**config.mk**
```make
export PLATFORM = sky130hd
export DESIGN_NAME = mdrop_uart
export DESIGN_NICKNAME = d
export VERILOG_FILES = /design/src/rtl/mdu_pkg.sv /design/src/rtl/mdu_baud.sv /design/src/rtl/mdu_tx.sv /design/src/rtl/mdu_rx.sv /design/src/rtl/mdrop_uart.sv
export SDC_FILE = /design/constraint.sdc
export NUM_CORES = 1
export LEC_CHECK = 0
export ABC_CLOCK_PERIOD_IN_PS = 4150
export BUFFER_PORTS_ARGS = -buffer_cell sky130_fd_sc_hd__buf_2
export CORE_ASPECT_RATIO = 1.5
export CORE_MARGIN = 3
export CORE_UTILIZATION = 50
export CTS_CLUSTER_SIZE = 8
export DETAILED_ROUTE_END_ITERATION = 8
export HOLD_SLACK_MARGIN = 0.06
export PLACE_DENSITY = 0.68
export SETUP_SLACK_MARGIN = 0.3
export SYNTH_ARGS = -nofsm -noshare
export SYNTH_HDL_FRONTEND = slang
export SYNTH_SLANG_ARGS = --single-unit
```
**constraint.sdc**
```tcl
create_clock -name clk -period 4.15 [get_ports clk]
set_input_delay 0.415 -clock clk [delete_from_list [all_inputs] [get_ports clk]]
set_output_delay 0.415 -clock clk [all_outputs]
set_load 0.05 [all_outputs]
```
**src/rtl/mdu_pkg.sv**
```systemverilog
package mdu_pkg;
  localparam int FRAME_MAX = 11;

  localparam logic [2:0] A_CTRL = 3'd0;
  localparam logic [2:0] A_MODE = 3'd1;
  localparam logic [2:0] A_IEN  = 3'd2;
  localparam logic [2:0] A_DIV  = 3'd3;
  localparam logic [2:0] A_TXD  = 3'd4;
  localparam logic [2:0] A_RXD  = 3'd5;
  localparam logic [2:0] A_STAT = 3'd6;

  typedef enum logic [1:0] {
    CH_NORMAL = 2'd0,
    CH_ECHO   = 2'd1,
    CH_LOCAL  = 2'd2,
    CH_REMOTE = 2'd3
  } chan_e;

  // number of data bits for a length code
  function automatic logic [3:0] n_data(input logic [1:0] len);
    case (len)
      2'd0:    return 4'd6;
      2'd1:    return 4'd7;
      default: return 4'd8;
    endcase
  endfunction

  function automatic logic uses_extra(input logic [2:0] par, input logic md);
    return md | (par < 3'd4);
  endfunction

  function automatic logic [7:0] keep_bits(input logic [7:0] d, input logic [1:0] len);
    case (len)
      2'd0:    return d & 8'h3F;
      2'd1:    return d & 8'h7F;
      default: return d;
    endcase
  endfunction

  function automatic logic par_bit(input logic [7:0] d, input logic [1:0] len,
                                   input logic [2:0] par);
    logic [7:0] k;
    k = keep_bits(d, len);
    case (par)
      3'd0:    return ^k;
      3'd1:    return ~(^k);
      3'd2:    return 1'b0;
      default: return 1'b1;
    endcase
  endfunction

  function automatic logic [3:0] frame_len(input logic [1:0] len, input logic [2:0] par,
                                           input logic md);
    return 4'd2 + n_data(len) + {3'b000, uses_extra(par, md)};
  endfunction

  // start bit at index 0, stop bits fill everything above the last used slot
  function automatic logic [FRAME_MAX-1:0] build_frame(input logic [8:0] d, input logic [1:0] len,
                                                       input logic [2:0] par, input logic md);
    logic [FRAME_MAX-1:0] f;
    logic [3:0] n;
    n = n_data(len);
    f = '1;
    f[0] = 1'b0;
    for (int i = 0; i < 8; i++) begin
      if (4'(i) < n) f[i+1] = d[i];
    end
    if (uses_extra(par, md)) f[n + 4'd1] = md ? d[8] : par_bit(d[7:0], len, par);
    return f;
  endfunction
endpackage

```
**src/rtl/mdu_baud.sv**
```systemverilog
module mdu_baud #(
  parameter int CD_W = 16
) (
  input  logic            clk,
  input  logic            rst_n,
  input  logic [CD_W-1:0] cd,
  output logic            tick16
);
  logic [CD_W-1:0] cnt_q;

  always_ff @(posedge clk or negedge rst_n) begin
    if (!rst_n) begin
      cnt_q  <= '0;
      tick16 <= 1'b0;
    end else if (cd == '0) begin
      cnt_q  <= '0;
      tick16 <= 1'b0;
    end else if (cnt_q >= cd - 1'b1) begin
      cnt_q  <= '0;
      tick16 <= 1'b1;
    end else begin
      cnt_q  <= cnt_q + 1'b1;
      tick16 <= 1'b0;
    end
  end

  assert_div_zero_quiet_R13: assert property (@(posedge clk) disable iff (!rst_n)
    (cd == '0) |=> !tick16);
endmodule

```
**src/rtl/mdu_tx.sv**
```systemverilog
module mdu_tx import mdu_pkg::*; (
  input  logic       clk,
  input  logic       rst_n,
  input  logic       tick16,
  input  logic       load,
  input  logic [8:0] load_data,
  input  logic [1:0] len,
  input  logic [2:0] par,
  input  logic       md,
  input  logic       brk_set,
  input  logic       brk_clr,
  output logic       tx_out,
  output logic       hold_empty,
  output logic       idle
);
  logic [8:0]           hold_q;
  logic                 full_q, busy_q, brk_q;
  logic [FRAME_MAX-1:0] sh_q;
  logic [3:0]           left_q, sub_q;

  // a character starts only on a baud tick, so a zero divisor never starts one
  wire start_w = full_q && !busy_q && !brk_q && tick16;

  always_ff @(posedge clk or negedge rst_n) begin
    if (!rst_n) begin
      hold_q <= '0;
      full_q <= 1'b0;
      busy_q <= 1'b0;
      brk_q  <= 1'b0;
      sh_q   <= '1;
      left_q <= '0;
      sub_q  <= '0;
    end else begin
      if (brk_set)      brk_q <= 1'b1;
      else if (brk_clr) brk_q <= 1'b0;

      if (load) begin
        hold_q <= load_data;
        full_q <= 1'b1;
      end else if (start_w) begin
        full_q <= 1'b0;
      end

      if (start_w) begin
        sh_q   <= build_frame(hold_q, len, par, md);
        left_q <= frame_len(len, par, md);
        sub_q  <= '0;
        busy_q <= 1'b1;
      end else if (busy_q && tick16) begin
        sub_q <= sub_q + 1'b1;
        if (sub_q == 4'd15) begin
          sh_q   <= {1'b1, sh_q[FRAME_MAX-1:1]};
          left_q <= left_q - 1'b1;
          if (left_q == 4'd1) busy_q <= 1'b0;
        end
      end
    end
  end

  assign tx_out     = brk_q ? 1'b0 : (busy_q ? sh_q[0] : 1'b1);
  assign hold_empty = !full_q;
  assign idle       = !full_q && !busy_q;

  assert_shift_on_tick_R13: assert property (@(posedge clk) disable iff (!rst_n)
    (busy_q && !tick16) |=> $stable(sh_q));
  assert_ends_on_stop_R2: assert property (@(posedge clk) disable iff (!rst_n)
    $fell(busy_q) |-> $past(sh_q[0]));
endmodule

```
**src/rtl/mdu_rx.sv**
```systemverilog
module mdu_rx import mdu_pkg::*; (
  input  logic       clk,
  input  logic       rst_n,
  input  logic       tick16,
  input  logic       rx_in,
  input  logic [1:0] len,
  input  logic [2:0] par,
  input  logic       md,
  input  logic       rd_ack,
  input  logic       clr_err,
  output logic [8:0] rx_data,
  output logic       rdy,
  output logic       ovr,
  output logic       ferr,
  output logic       perr,
  output logic       brk
);
  typedef enum logic [1:0] {RX_IDLE, RX_START, RX_BITS, RX_WAIT} rx_st_e;

  rx_st_e     st_q;
  logic [3:0] sub_q, idx_q;
  logic [9:0] vec_q, vec_w;
  logic [3:0] n_w, last_w;
  logic [7:0] dbits_w;
  logic       ex_w, ext_w, stp_w;

  assign n_w    = n_data(len);
  assign ex_w   = uses_extra(par, md);
  assign last_w = n_w + {3'b000, ex_w};

  always_comb begin
    vec_w = vec_q;
    vec_w[idx_q] = rx_in;
  end

  assign dbits_w = keep_bits(vec_w[7:0], len);
  assign ext_w   = vec_w[n_w];
  assign stp_w   = vec_w[last_w];

  wire sample_w = (st_q == RX_BITS) && tick16 && (sub_q == 4'd15);
  wire done_w   = sample_w && (idx_q == last_w);
  wire brk_w    = done_w && (dbits_w == 8'd0) && !stp_w;
  wire char_w   = done_w && !brk_w;
  wire bad_par  = !md && (par < 3'd4) && (ext_w != par_bit(dbits_w, len, par));

  always_ff @(posedge clk or negedge rst_n) begin
    if (!rst_n) begin
      st_q    <= RX_IDLE;
      sub_q   <= '0;
      idx_q   <= '0;
      vec_q   <= '0;
      rx_data <= '0;
      rdy     <= 1'b0;
      ovr     <= 1'b0;
      ferr    <= 1'b0;
      perr    <= 1'b0;
      brk     <= 1'b0;
    end else begin
      case (st_q)
        RX_IDLE: if (tick16 && !rx_in) begin
          st_q  <= RX_START;
          sub_q <= '0;
        end
        RX_START: if (tick16) begin
          if (sub_q == 4'd7) begin
            sub_q <= '0;
            idx_q <= '0;
            vec_q <= '0;
            st_q  <= rx_in ? RX_IDLE : RX_BITS;
          end else begin
            sub_q <= sub_q + 1'b1;
          end
        end
        RX_BITS: if (tick16) begin
          sub_q <= sub_q + 1'b1;
          if (sub_q == 4'd15) begin
            vec_q <= vec_w;
            idx_q <= idx_q + 1'b1;
            if (done_w) st_q <= brk_w ? RX_WAIT : RX_IDLE;
          end
        end
        default: if (rx_in) st_q <= RX_IDLE;
      endcase

      if (clr_err) begin
        ovr  <= 1'b0;
        ferr <= 1'b0;
        perr <= 1'b0;
        brk  <= 1'b0;
      end
      if (rd_ack) rdy <= 1'b0;
      if (char_w) begin
        rx_data <= {md & ext_w, dbits_w};
        rdy     <= 1'b1;
        if (rdy && !rd_ack) ovr  <= 1'b1;
        if (!stp_w)         ferr <= 1'b1;
        if (bad_par)        perr <= 1'b1;
      end
      if (brk_w) brk <= 1'b1;
    end
  end

  assert_overrun_sets_R8: assert property (@(posedge clk) disable iff (!rst_n)
    (char_w && rdy && !rd_ack) |=> ovr);
  assert_break_waits_high_R10: assert property (@(posedge clk) disable iff (!rst_n)
    (st_q == RX_WAIT && !rx_in) |=> (st_q == RX_WAIT));
endmodule

```
**src/rtl/mdrop_uart.sv**
```systemverilog
module mdrop_uart import mdu_pkg::*; #(
  parameter int CD_W = 16,
  parameter int DW   = 16
) (
  input  logic          clk,
  input  logic          rst_n,
  input  logic          bus_wr,
  input  logic          bus_rd,
  input  logic [2:0]    bus_addr,
  input  logic [DW-1:0] bus_wdata,
  output logic [DW-1:0] bus_rdata,
  input  logic          rxd,
  output logic          txd,
  output logic          irq,
  output logic          dma_tx_ready,
  output logic          dma_rx_valid
);
  localparam int ST_W = 8;

  logic [7:0]      mode_q;
  logic [ST_W-1:0] ien_q;
  logic [CD_W-1:0] cd_q;
  logic            sy1_q, sy2_q;
  logic            tick16, tx_line, hold_empty, tx_idle;
  logic [8:0]      rx_data;
  logic            rdy, ovr, ferr, perr, brk;
  logic [ST_W-1:0] status_w;

  wire [1:0] len_w = mode_q[1:0];
  wire [2:0] par_w = mode_q[4:2];
  wire       md_w  = mode_q[5];
  chan_e     ch_w;
  assign ch_w = chan_e'(mode_q[7:6]);

  wire wr_ctrl = bus_wr && (bus_addr == A_CTRL);
  wire clr_w   = wr_ctrl && bus_wdata[0];
  wire bon_w   = wr_ctrl && bus_wdata[1];
  wire boff_w  = wr_ctrl && bus_wdata[2];
  wire load_w  = bus_wr && (bus_addr == A_TXD);
  wire rd_w    = bus_rd && (bus_addr == A_RXD);

  always_ff @(posedge clk or negedge rst_n) begin
    if (!rst_n) begin
      mode_q <= '0;
      ien_q  <= '0;
      cd_q   <= '0;
    end else if (bus_wr) begin
      case (bus_addr)
        A_MODE:  mode_q <= bus_wdata[7:0];
        A_IEN:   ien_q  <= bus_wdata[ST_W-1:0];
        A_DIV:   cd_q   <= bus_wdata[CD_W-1:0];
        default: ;
      endcase
    end
  end

  // receiver source per channel mode, then a two-stage synchronizer
  wire rx_src = (ch_w == CH_LOCAL)  ? tx_line :
                (ch_w == CH_REMOTE) ? 1'b1    : rxd;

  always_ff @(posedge clk or negedge rst_n) begin
    if (!rst_n) begin
      sy1_q <= 1'b1;
      sy2_q <= 1'b1;
    end else begin
      sy1_q <= rx_src;
      sy2_q <= sy1_q;
    end
  end

  mdu_baud #(.CD_W(CD_W)) u_baud (
    .clk(clk), .rst_n(rst_n), .cd(cd_q), .tick16(tick16)
  );

  mdu_tx u_tx (
    .clk(clk), .rst_n(rst_n), .tick16(tick16), .load(load_w),
    .load_data(bus_wdata[8:0]), .len(len_w), .par(par_w), .md(md_w),
    .brk_set(bon_w), .brk_clr(boff_w), .tx_out(tx_line),
    .hold_empty(hold_empty), .idle(tx_idle)
  );

  mdu_rx u_rx (
    .clk(clk), .rst_n(rst_n), .tick16(tick16), .rx_in(sy2_q),
    .len(len_w), .par(par_w), .md(md_w), .rd_ack(rd_w), .clr_err(clr_w),
    .rx_data(rx_data), .rdy(rdy), .ovr(ovr), .ferr(ferr), .perr(perr), .brk(brk)
  );

  assign status_w = {1'b0, perr, ferr, ovr, brk, tx_idle, hold_empty, rdy};

  always_comb begin
    case (bus_addr)
      A_MODE:  bus_rdata = DW'(mode_q);
      A_IEN:   bus_rdata = DW'(ien_q);
      A_DIV:   bus_rdata = DW'(cd_q);
      A_RXD:   bus_rdata = DW'(rx_data);
      A_STAT:  bus_rdata = DW'(status_w);
      default: bus_rdata = '0;
    endcase
  end

  assign txd = ((ch_w == CH_ECHO) || (ch_w == CH_REMOTE)) ? rxd :
               (ch_w == CH_LOCAL) ? 1'b1 : tx_line;
  assign irq          = |(status_w & ien_q);
  assign dma_tx_ready = hold_empty;
  assign dma_rx_valid = rdy;

  assert_irq_masked_R12: assert property (@(posedge clk) disable iff (!rst_n)
    (ien_q == '0) |-> !irq);
endmodule

```
==> results.py <==
metrics = {
    "status": {
        "outcome": "finished clean",
    },
    "min_path": {
        "hp-class": "in2async",
    },
    "setup_path": {
        "r2r_end": "u_baud.cnt_q[15]",
        "cp-start-kind": "flip-flop",
        "cp-end-kind": "flip-flop",
        "criticalPathCategory": "reg2reg",
        "r2r_cells": 13,
        "cp.required_ns": 4.49,
        "crit_top_cell": "a21o_1",
        "regToRegStartpoint": "cd_q[3]",
        "max_stage_delay_ns": 0.43,
        "path_cells": "or3_1 -> nor3_1 -> nand2b_1 -> or3_1 -> nor3_1 -> xnor2_1 -> ha_1 -> a21o_1 -> a21o_1 -> a21o_1 -> nor2_1 -> buf_4 -> and3_1",
        "cp_max_fo": 16,
        "crit_slowest_cell": "or3_1",
        "worstPathArrival_ns": 3.74,
        "rrSetupSlack_ns": 0.75,
    },
    "synth": {
        "async_flop_share": 1.000,
        "synth_seq_area_share": 0.4276,
        "synth-seq-cells": 116,
        "synth_nets": 735,
        "syn_area_mm2": 0.006827,
        "netlist_instances": 675,
        "ys_types": 68,
        "synth_flop_cell": "dfrtp_1",
        "ys_warn_count": 0,
        "synth-edff-count": 0,
        "avgSynthCellArea_um2": 10.11,
    },
    "cts": {
        "cts_buffers": 17,
        "clock_path_buffers": 2,
        "clk_pin_slew_ns": 0.06,
        "hold_buffers": 0,
        "clkLatencyLatePin_ns": 0.42,
        "cts_resized": 0,
        "cts_tree": "built",
        "cts_setup_buffers": 0,
        "htree_levels": 4,
        "root_buffer": "clkbuf_16",
        "clkSinkCount": 116,
    },
    "global_route": {
        "grt_max_degree": 59,
        "grt_usage": 0.2359,
        "grt_pass1_wl_um": 27880,
        "antenna_found_initial": 0,
        "overflow": 0,
        "grt_pass1_vias": 5568,
    },
    "sta": {
        "slew_headroom": 0.4364,
        "finalCritPeriodShare": 0.8183,
        "grt_setup_unrepaired": "false",
        "worst_pin_slew_ns": 0.8341,
        "fin_setup_tns_ns": 0,
        "hold_violations": 0,
        "slew_violations": 0,
        "setup_viol": 0,
        "finalCriticalPeriod_ns": 3.396,
        "fin_skew_ns": 0.007621,
        "fmax_mhz": 294.5,
    },
    "power_and_ir_drop": {
        "ir_drop_mv": 0.4152,
        "power_density_mw_per_mm2": 593.4,
        "static-leakage-power_uw": 0.003637,
        "power_uw": 4668,
    },
    "route": {
        "viasPerCell": 5.885,
        "drc": 0,
        "vias": 5232,
        "drt-wirelength-per-cell_um": 18.83,
        "ant_nets": 0,
        "wl_um": 16740,
        "drtIter0Drc": 278,
        "dr.pass1.iters": 5,
    },
    "layout": {
        "final_util": 0.5984,
        "nFillCells": 1110,
        "nets": 777,
        "diodes": 0,
        "stdcell_area_mm2": 0.007866,
        "drive_gt1_frac": 0.2219,
        "area_growth_pct": 15.23,
    },
    "place": {
        "placed_area_mm2": 0.007191,
        "post-dp-hpwl_um": 12360,
        "place.gp.congestion": 0.8424,
        "port_buffers": 43,
    },
    "floorplan": {
        "start_util": 0.5193,
        "dieWidth_um": 101.4,
        "fp.dieH_um": 149.1,
        "placementRows": 51,
        "core_area_mm2": 0.01315,
        "io_pins": 44,
        "die_area_mm2": 0.01512,
    },
    "job": {
        "max_cap_viol_count": 0,
    },
}
## cell usage in the layout (no fill, tap or decap), drive strengths merged, types with 23 or more instances in the layout
cell type / instances
nor2: 32
xnor2: 33
and3: 23
ha: 36
nand2: 75
o21ai: 38
mux2: 49
a21oi: 25
dfrtp: 103
clkbuf: 23
buf: 54
## worst max-delay path by stage
stage,startpoint,endpoint,slack (ns),cells past startpoint
finish,cd_q[3],u_baud.cnt_q[15],0.75,13
global route,cd_q[3],u_baud.cnt_q[15],0.61,13
CTS,cd_q[3],u_baud.cnt_q[15],0.77,13
detailed placement,cd_q[3],u_baud.cnt_q[15],0.78,13
global placement,cd_q[3],u_baud.cnt_q[3],0.94,13
floorplan,cd_q[3],u_baud.cnt_q[10],0.98,13
## power breakdown
group	leakage, µW	internal (µW)	switching (µW)
clock	0.000327	1170	518
sequential	0.00147	1350	244
combinational	0.00184	605	777
total	0.00364	3130	1540
## area by class of cell
| cell class | instances | area, µm² | share of cell area |
|---|---|---|---|
| Sequential cell | 116 | 2919 | 0.3711 |
| Inverter | 21 | 78.83 | 0.01002 |
| Timing Repair Buffer | 54 | 300.3 | 0.03817 |
| Tap cell | 159 | 198.9 | 0.02529 |
| Clock inverter | 9 | 197.7 | 0.02513 |
| Clock buffer | 23 | 478.0 | 0.06076 |
| Multi-Input combinational cell | 507 | 3694 | 0.4695 |
## synth_stat cells (all sizes together), types with 14 or more instances
master,instances,area share
nand2b,14,0.014
xor2,18,0.023
a22oi,16,0.018
nor2,32,0.018
ha,36,0.066
xnor2,33,0.042
inv,21,0.012
a21oi,25,0.020
mux2,49,0.081
and3,23,0.021
clkbuf,26,0.014
o21ai,38,0.028
nand2,75,0.041
dfrtp,103,0.38
nand3,21,0.015
## per-stage QoR
stage	setup WS, ns	hold slack (ns)	std cells
floorplan	0.9774	0.1194	675
global placement	0.9398	0.3504	857
detailed placement	0.7768	0.3499	857
CTS	0.7672	0.08832	889
global route	0.6100	0.1193	889
finish	0.7539	0.06338	889
## cell families (layout without fill, tap and decap cells)
family	count (synthesis)	count (layout)	share of synthesized area
AOI/OAI and AO/OA	124	124	0.1219
DFF	116	116	0.4276
adders and majority gates	36	36	0.06598
xor gates and xnor gates	51	51	0.06543
buffers and inverters	52	107	0.03226
muxes	63	63	0.1043
and+or+nand+nor	233	233	0.1826
## state kept, by name (all words and copies together), names as in the netlist, 8 cells and up
signal	flops
ien_q	8
u_tx.sh_q	11
u_tx.hold_q	9
u_baud.cnt_q	16
u_rx.vec_q	10
u_rx.rx_data	9
cd_q	16
mode_q	8
## worst max-delay path, delay by kind of cell (launching register included)
family,cells,cell delay [ns]
buf+inv,1,0.18
fa+ha+maj,1,0.27
compound gates,3,0.51
simple gates,7,1.78
xor+xnor,1,0.16
flops,1,0.42
## layer usage
metal | vias to the layer above | part of all wire | track usage
li1 | 2485 | - | -
met1 | 2619 | 0.39 | 0.2606
met2 | 102 | 0.55 | 0.4345
met3 | 26 | 0.031 | 0.04586
met4 | 0 | 0.022 | 0.09381
met5 | - | 0 | 0
Note: power is estimated with default switching activity, not from simulation.
